==> src/rtl/dma_chan_pkg.sv <==
package dma_chan_pkg;
  typedef enum logic [1:0] {
    SZ_BYTE = 2'd0,
    SZ_HALF = 2'd1,
    SZ_WORD = 2'd2
  } xfer_size_e;

  localparam logic [1:0] SEL_CUR_PTR = 2'd0;
  localparam logic [1:0] SEL_CUR_CNT = 2'd1;
  localparam logic [1:0] SEL_NXT_PTR = 2'd2;
  localparam logic [1:0] SEL_NXT_CNT = 2'd3;
endpackage

==> src/rtl/dma_size_dec.sv <==
module dma_size_dec
  import dma_chan_pkg::*;
#(
  parameter int LEN_W = 5
) (
  input  logic [LEN_W-1:0] datlen,
  output xfer_size_e       size,
  output logic [2:0]       step
);
  localparam logic [LEN_W-1:0] BYTE_MAX = LEN_W'(7);
  localparam logic [LEN_W-1:0] HALF_MAX = LEN_W'(15);

  always_comb begin
    if (datlen <= BYTE_MAX) begin
      size = SZ_BYTE;
      step = 3'd1;
    end else if (datlen <= HALF_MAX) begin
      size = SZ_HALF;
      step = 3'd2;
    end else begin
      size = SZ_WORD;
      step = 3'd4;
    end
  end

  always_comb begin
    a_step_pow2_r4: assert ($countones(step) == 1);
  end
endmodule

==> src/rtl/dma_req_ctl.sv <==
module dma_req_ctl (
  input  logic clk,
  input  logic rst_n,
  input  logic en_set,
  input  logic en_clr,
  input  logic trig,
  input  logic cnt_zero,
  input  logic mem_ready,
  output logic chan_en,
  output logic mem_valid,
  output logic xfer_hs
);
  logic en_q, pend_q;

  always_ff @(posedge clk or negedge rst_n) begin
    if (!rst_n)      en_q <= 1'b0;
    else if (en_clr) en_q <= 1'b0;
    else if (en_set) en_q <= 1'b1;
  end

  assign mem_valid = pend_q && en_q && !cnt_zero;
  assign xfer_hs   = mem_valid && mem_ready;
  assign chan_en   = en_q;

  always_ff @(posedge clk or negedge rst_n) begin
    if (!rst_n)                pend_q <= 1'b0;
    else if (!en_q || cnt_zero) pend_q <= 1'b0;
    else                        pend_q <= (pend_q && !xfer_hs) || trig;
  end

  p_en_clr_r1: assert property (@(posedge clk) disable iff (!rst_n)
    en_clr |=> !chan_en);
  p_en_set_r1: assert property (@(posedge clk) disable iff (!rst_n)
    en_set && !en_clr |=> chan_en);
  p_no_req_off_r2: assert property (@(posedge clk) disable iff (!rst_n)
    !chan_en |-> !mem_valid);
endmodule

==> src/rtl/dma_buf_regs.sv <==
module dma_buf_regs
  import dma_chan_pkg::*;
#(
  parameter int PTR_W = 32,
  parameter int CNT_W = 16
) (
  input  logic             clk,
  input  logic             rst_n,
  input  logic             reg_wr,
  input  logic [1:0]       reg_sel,
  input  logic [PTR_W-1:0] reg_wdata,
  input  logic             xfer_hs,
  input  logic [2:0]       step,
  output logic [PTR_W-1:0] cur_ptr,
  output logic [CNT_W-1:0] cur_cnt,
  output logic [PTR_W-1:0] nxt_ptr,
  output logic [CNT_W-1:0] nxt_cnt,
  output logic             end_flag
);
  localparam logic [CNT_W-1:0] CNT_ONE = CNT_W'(1);

  logic             wr_cp, wr_cc, wr_np, wr_nc;
  logic [PTR_W-1:0] step_ext, ptr_after, cur_ptr_n;
  logic [CNT_W-1:0] cnt_after, cur_cnt_n, nxt_cnt_n, wcnt;
  logic             reload, end_n;

  assign wr_cp    = reg_wr && (reg_sel == SEL_CUR_PTR);
  assign wr_cc    = reg_wr && (reg_sel == SEL_CUR_CNT);
  assign wr_np    = reg_wr && (reg_sel == SEL_NXT_PTR);
  assign wr_nc    = reg_wr && (reg_sel == SEL_NXT_CNT);
  assign wcnt     = reg_wdata[CNT_W-1:0];
  assign step_ext = PTR_W'(step);

  always_comb begin
    ptr_after = wr_cp ? reg_wdata : (xfer_hs ? cur_ptr + step_ext : cur_ptr);
    cnt_after = wr_cc ? wcnt : (xfer_hs ? cur_cnt - CNT_ONE : cur_cnt);
    reload    = !wr_cp && !wr_cc && (cnt_after == '0) && (nxt_cnt != '0);
    cur_ptr_n = reload ? nxt_ptr : ptr_after;
    cur_cnt_n = reload ? nxt_cnt : cnt_after;
    nxt_cnt_n = wr_nc ? wcnt : (reload ? '0 : nxt_cnt);
    if (wr_cc || wr_nc)                     end_n = 1'b0;
    else if (xfer_hs && cur_cnt == CNT_ONE) end_n = 1'b1;
    else                                    end_n = end_flag;
  end

  always_ff @(posedge clk or negedge rst_n) begin
    if (!rst_n) begin
      cur_ptr  <= '0;
      cur_cnt  <= '0;
      nxt_ptr  <= '0;
      nxt_cnt  <= '0;
      end_flag <= 1'b0;
    end else begin
      cur_ptr  <= cur_ptr_n;
      cur_cnt  <= cur_cnt_n;
      nxt_cnt  <= nxt_cnt_n;
      end_flag <= end_n;
      if (wr_np) nxt_ptr <= reg_wdata;
    end
  end

  p_dec_r5: assert property (@(posedge clk) disable iff (!rst_n)
    xfer_hs && !reg_wr && cur_cnt > CNT_ONE |=>
      cur_cnt == $past(cur_cnt) - CNT_ONE && cur_ptr == $past(cur_ptr) + $past(step_ext));
  p_end_set_r6: assert property (@(posedge clk) disable iff (!rst_n)
    xfer_hs && !reg_wr && cur_cnt == CNT_ONE |=> end_flag);
  p_end_clr_r6: assert property (@(posedge clk) disable iff (!rst_n)
    reg_wr && reg_sel[0] |=> !end_flag);
  p_reload_r7: assert property (@(posedge clk) disable iff (!rst_n)
    !reg_wr && cur_cnt == '0 && nxt_cnt != '0 |=>
      cur_cnt == $past(nxt_cnt) && cur_ptr == $past(nxt_ptr) && nxt_cnt == '0);
  p_wr_wins_r9: assert property (@(posedge clk) disable iff (!rst_n)
    wr_cc && wcnt != '0 |=> cur_cnt == $past(wcnt));
endmodule

==> src/rtl/dma_dbuf_chan.sv <==
module dma_dbuf_chan
  import dma_chan_pkg::*;
#(
  parameter int PTR_W = 32,
  parameter int CNT_W = 16,
  parameter int LEN_W = 5
) (
  input  logic             clk,
  input  logic             rst_n,
  input  logic             en_set,
  input  logic             en_clr,
  output logic             chan_en,
  input  logic             trig,
  input  logic [LEN_W-1:0] datlen,
  input  logic             reg_wr,
  input  logic [1:0]       reg_sel,
  input  logic [PTR_W-1:0] reg_wdata,
  output logic [PTR_W-1:0] cur_ptr,
  output logic [CNT_W-1:0] cur_cnt,
  output logic [PTR_W-1:0] nxt_ptr,
  output logic [CNT_W-1:0] nxt_cnt,
  output logic             mem_valid,
  input  logic             mem_ready,
  output logic [PTR_W-1:0] mem_addr,
  output logic [1:0]       mem_size,
  output logic [1:0]       xfer_size,
  output logic             end_flag,
  output logic             buf_empty
);
  xfer_size_e size_e;
  logic [2:0] step;
  logic       xfer_hs, cnt_zero;

  dma_size_dec #(.LEN_W(LEN_W)) u_dec (
    .datlen (datlen),
    .size   (size_e),
    .step   (step)
  );

  dma_req_ctl u_req (
    .clk       (clk),
    .rst_n     (rst_n),
    .en_set    (en_set),
    .en_clr    (en_clr),
    .trig      (trig),
    .cnt_zero  (cnt_zero),
    .mem_ready (mem_ready),
    .chan_en   (chan_en),
    .mem_valid (mem_valid),
    .xfer_hs   (xfer_hs)
  );

  dma_buf_regs #(.PTR_W(PTR_W), .CNT_W(CNT_W)) u_regs (
    .clk       (clk),
    .rst_n     (rst_n),
    .reg_wr    (reg_wr),
    .reg_sel   (reg_sel),
    .reg_wdata (reg_wdata),
    .xfer_hs   (xfer_hs),
    .step      (step),
    .cur_ptr   (cur_ptr),
    .cur_cnt   (cur_cnt),
    .nxt_ptr   (nxt_ptr),
    .nxt_cnt   (nxt_cnt),
    .end_flag  (end_flag)
  );

  assign cnt_zero  = (cur_cnt == '0);
  assign buf_empty = cnt_zero && (nxt_cnt == '0);
  assign mem_addr  = cur_ptr;
  assign mem_size  = size_e;
  assign xfer_size = size_e;

  p_hold_r3: assert property (@(posedge clk) disable iff (!rst_n)
    mem_valid && !mem_ready && !en_clr && !reg_wr |=> mem_valid && $stable(mem_addr));
  p_empty_idle_r8: assert property (@(posedge clk) disable iff (!rst_n)
    buf_empty |-> !mem_valid);
  p_zero_no_req_r10: assert property (@(posedge clk) disable iff (!rst_n)
    cnt_zero && !reg_wr |=> !mem_valid);
endmodule

==> config.mk <==
export PLATFORM = sky130hd
export DESIGN_NAME = dma_dbuf_chan
export DESIGN_NICKNAME = d
export VERILOG_FILES = /design/src/rtl/dma_chan_pkg.sv /design/src/rtl/dma_size_dec.sv /design/src/rtl/dma_req_ctl.sv /design/src/rtl/dma_buf_regs.sv /design/src/rtl/dma_dbuf_chan.sv
export SDC_FILE = /design/constraint.sdc
export NUM_CORES = 1
export LEC_CHECK = 0
export BUFFER_PORTS_ARGS = -buffer_cell sky130_fd_sc_hd__buf_2
export CAP_MARGIN = 30
export CORE_UTILIZATION = 50
export CTS_BUF_LIST = sky130_fd_sc_hd__clkbuf_8
export CTS_CLUSTER_SIZE = 28
export DETAILED_ROUTE_END_ITERATION = 10
export MAX_ROUTING_LAYER = met4
export PLACE_DENSITY = 0.76
export RECOVER_POWER = 25
export SYNTH_ARGS = -nofsm -noshare
export SYNTH_HDL_FRONTEND = slang
export SYNTH_SLANG_ARGS = --single-unit
export TNS_END_PERCENT = 1
==> constraint.sdc <==
create_clock -name clk -period 10.4 [get_ports clk]
set_input_delay 1.04 -clock clk [delete_from_list [all_inputs] [get_ports clk]]
set_output_delay 1.04 -clock clk [all_outputs]
set_load 0.02 [all_outputs]
==> flow_summary.yaml <==
status:
  outcome: "complete, but fails checks"
  failed_checks: "max-capacitance violations, max-slew violations"
global_routing:
  grt_max_degree: 63
  grt_pass1_wl_mm: 23.41
  overflow: 0
  grt_pass1_vias: 4515
  track_usage: 0.2680
  antenna_found_initial: 0
timing:
  tightestPinTransition_ns: 2.253
  whs_ns: 0.5319
  post-route-period-util: 0.4111
  finalClockSkew_ns: 0.01692
  rsz0062_at_grt: "no"
  finalSetupViolCount: 0
  fmaxAchievable_mhz: 233.9
  min_period_ns: 4.276
  fin_tns_setup_ns: 0
  hold_viol_final: 0
  slew-limit-headroom: -0.5022
  drv_slew: 75
clock_network:
  cts_tree: "yes"
  cts_sinks: 99
  clockBufferDepth: 2
  cts-root-buf: "clkbuf_8"
  cts_resized: 0
  cts.clk_slew.worst_paths_ns: 0.10
  cts_hold_buffers: 0
  cts_htree_levels: 3
  cts_buffers: 9
  clk-insertion-delay-late_ns: 0.37
  cts_setup_buffers: 0
critical_path:
  crit_type: "reg2reg"
  r2r_slack_ns: 6.12
  startpoint: "u_regs.cur_cnt[0]$_DFF_PN0_"
  reg2reg_to: "u_regs.nxt_cnt[7]$_DFFE_PN0P_"
  crit_path_end_kind: "flop"
  crit_required_ns: 10.61
  reg2reg_depth: 10
  r2r-start: "u_regs.cur_cnt[0]$_DFF_PN0_"
  critPathMaxFanout: 25
  start_kind: "flop"
  cp_data_arrival_time_ns: 4.48
synth:
  synth_cell_type_count: 50
  yosysSeqAreaShare: 0.4366
  yosysTopAreaCell: "dfrtp_1"
  synth_async_sr_flop_share: 1.000
  synth_top_area_frac: 0.4366
  syn_area_um2: 5674
  synth.most_common_cell: "dfrtp_1"
  syn_inst: 578
  synthesis.nets: 630
  netlist_top_cells_count: "dfrtp_1, nand2_1, mux2_2"
  synth_ff_type: "dfrtp_1"
  synth-edff-count: 0
  avgSynthCellArea_um2: 9.817
  synth_seq_cells: 99
  yosysWarningCount: 0
  synth.top_cells.by_area: "dfrtp_1, mux2_2, o21ai_0"
cells_and_area:
  fin_cells: 852
  layout.nets: 759
  fin_util: 0.6015
  antenna_cells: 0
  area_delta_synth_final_pct: 15.92
  drive_above_1_share: 0.3581
  design_area_um2: 6578
place:
  placed_cells: 836
  io_buffers: 178
  dp_hpwl_mm: 10.77
  place_congestion: 0.8737
  place_area_um2: 6405
floorplanning:
  io_pins: 182
  rows: 38
  coreArea_um2: 10940
  die_h_um: 108.5
  floorplan.initialDensity: 0.5189
  fp.dieW_um: 108.5
  die-area_um2: 11780
route:
  totalWireLength_mm: 14.79
  firstDrtPassIters: 5
  drt_drc_violations_left: 0
  wl_per_cell_um: 17.36
  vias_per_cell: 5.660
  ant_nets: 0
  drtIter0Drc: 214
  num_vias: 4822
hold_path:
  whs_path_depth: 1
  hold_path_end: "u_regs.cur_ptr[22]$_DFFE_PN0P_"
  hold_class: "reg2reg"
  min_from: "u_regs.nxt_ptr[22]$_DFFE_PN0P_"
pwr:
  ir_drop_v: 0.0001132
  leakagePower_nw: 3.042
  p_per_area_nw_per_um2: 178.6
run:
  max_cap_viol_count: 2
how the worst max path moves through the flow:
stage               depth (start not counted)                             end
floorplan                                  13  u_regs.cur_ptr[29]$_DFFE_PN0P_
global placement                            9  u_regs.nxt_cnt[13]$_DFFE_PN0P_
detailed placement                          9   u_regs.nxt_cnt[0]$_DFFE_PN0P_
CTS                                        10   u_regs.nxt_cnt[2]$_DFFE_PN0P_
global route                               10   u_regs.nxt_cnt[0]$_DFFE_PN0P_
finish                                     10   u_regs.nxt_cnt[7]$_DFFE_PN0P_
cell usage in the layout, fill, tap and decap left out, types with 12 or more instances in the layout:
master,count
inv_1,17
mux2_2,62
o21ai_0,55
dfrtp_1,99
and3_1,12
nand2_1,72
xor2_1,20
buf_2,165
nand3_1,17
clkbuf_1,14
nor2_1,25
nor3_1,12
xnor2_1,19
flip-flops by register name, summed over array words and instances (netlist names):
name	count
u_regs.nxt_ptr	32
u_regs.cur_ptr	32
u_regs.cur_cnt	16
u_req.chan_en	1
u_regs.end_flag	1
u_req.pend_q	1
u_regs.nxt_cnt	16
cell type report:
class,count,area [um^2]
Clock inverter,6,57.56
Fill cell,958,4358
Sequential cell,99,2477
Timing Repair Buffer,184,915.9
Tap cell,140,175.2
Multi-Input combinational cell,398,2758
Clock buffer,10,137.6
Inverter,15,56.30
cell families (layout without fill, tap and decap cells):
logic type,Yosys count,in the layout,synth area share
compound gates,94,94,0.1028
flops,99,99,0.4366
mux,70,70,0.1398
simple gates,189,189,0.1674
fa+ha+maj,6,6,0.01455
xor+xnor,39,39,0.06020
buf+inv,81,215,0.07872
stage by stage:
| stage | total power, mW | worst slack, ns |
|---|---|---|
| 6_report | 1.175 | 6.124 |
| 2_1_floorplan | 0.8073 | 6.868 |
| 5_1_grt | 1.242 | 5.778 |
| 3_5_place_dp | 0.9367 | 6.075 |
| 3_3_place_gp | 0.9231 | 6.143 |
| 4_1_cts | 1.184 | 6.132 |
critical path, stage by stage (launching register included):
cell	delay [ns]
dfrtp_1	0.47
inv_1	0.10
ha_1	0.23
or4b_1	0.60
nor4_4	0.58
nor2_2	0.28
mux2i_1	0.24
nand4_1	0.16
a2111oi_2	0.39
and4_1	0.85
o21ai_0	0.22
per-layer routing:
metal / routed length, um / part of all wire / up-vias / GRT usage
met5: 0 / 0 / - / -
met4: 314 / 0.021 / 0 / 0.09846
met3: 915 / 0.062 / 30 / 0.03737
met2: 7045 / 0.48 / 186 / 0.4082
met1: 6514 / 0.44 / 2342 / 0.3648
li1: - / - / 2264 / -
report_power, final:
part	leakage, nW	internal, mW	switching [mW]
Sequential	1.21	0.452	0.0798
Combinational	1.73	0.153	0.243
Clock	0.101	0.116	0.131
Total	3.04	0.721	0.454
No activity file was read; power rests on OpenSTA's default activity.
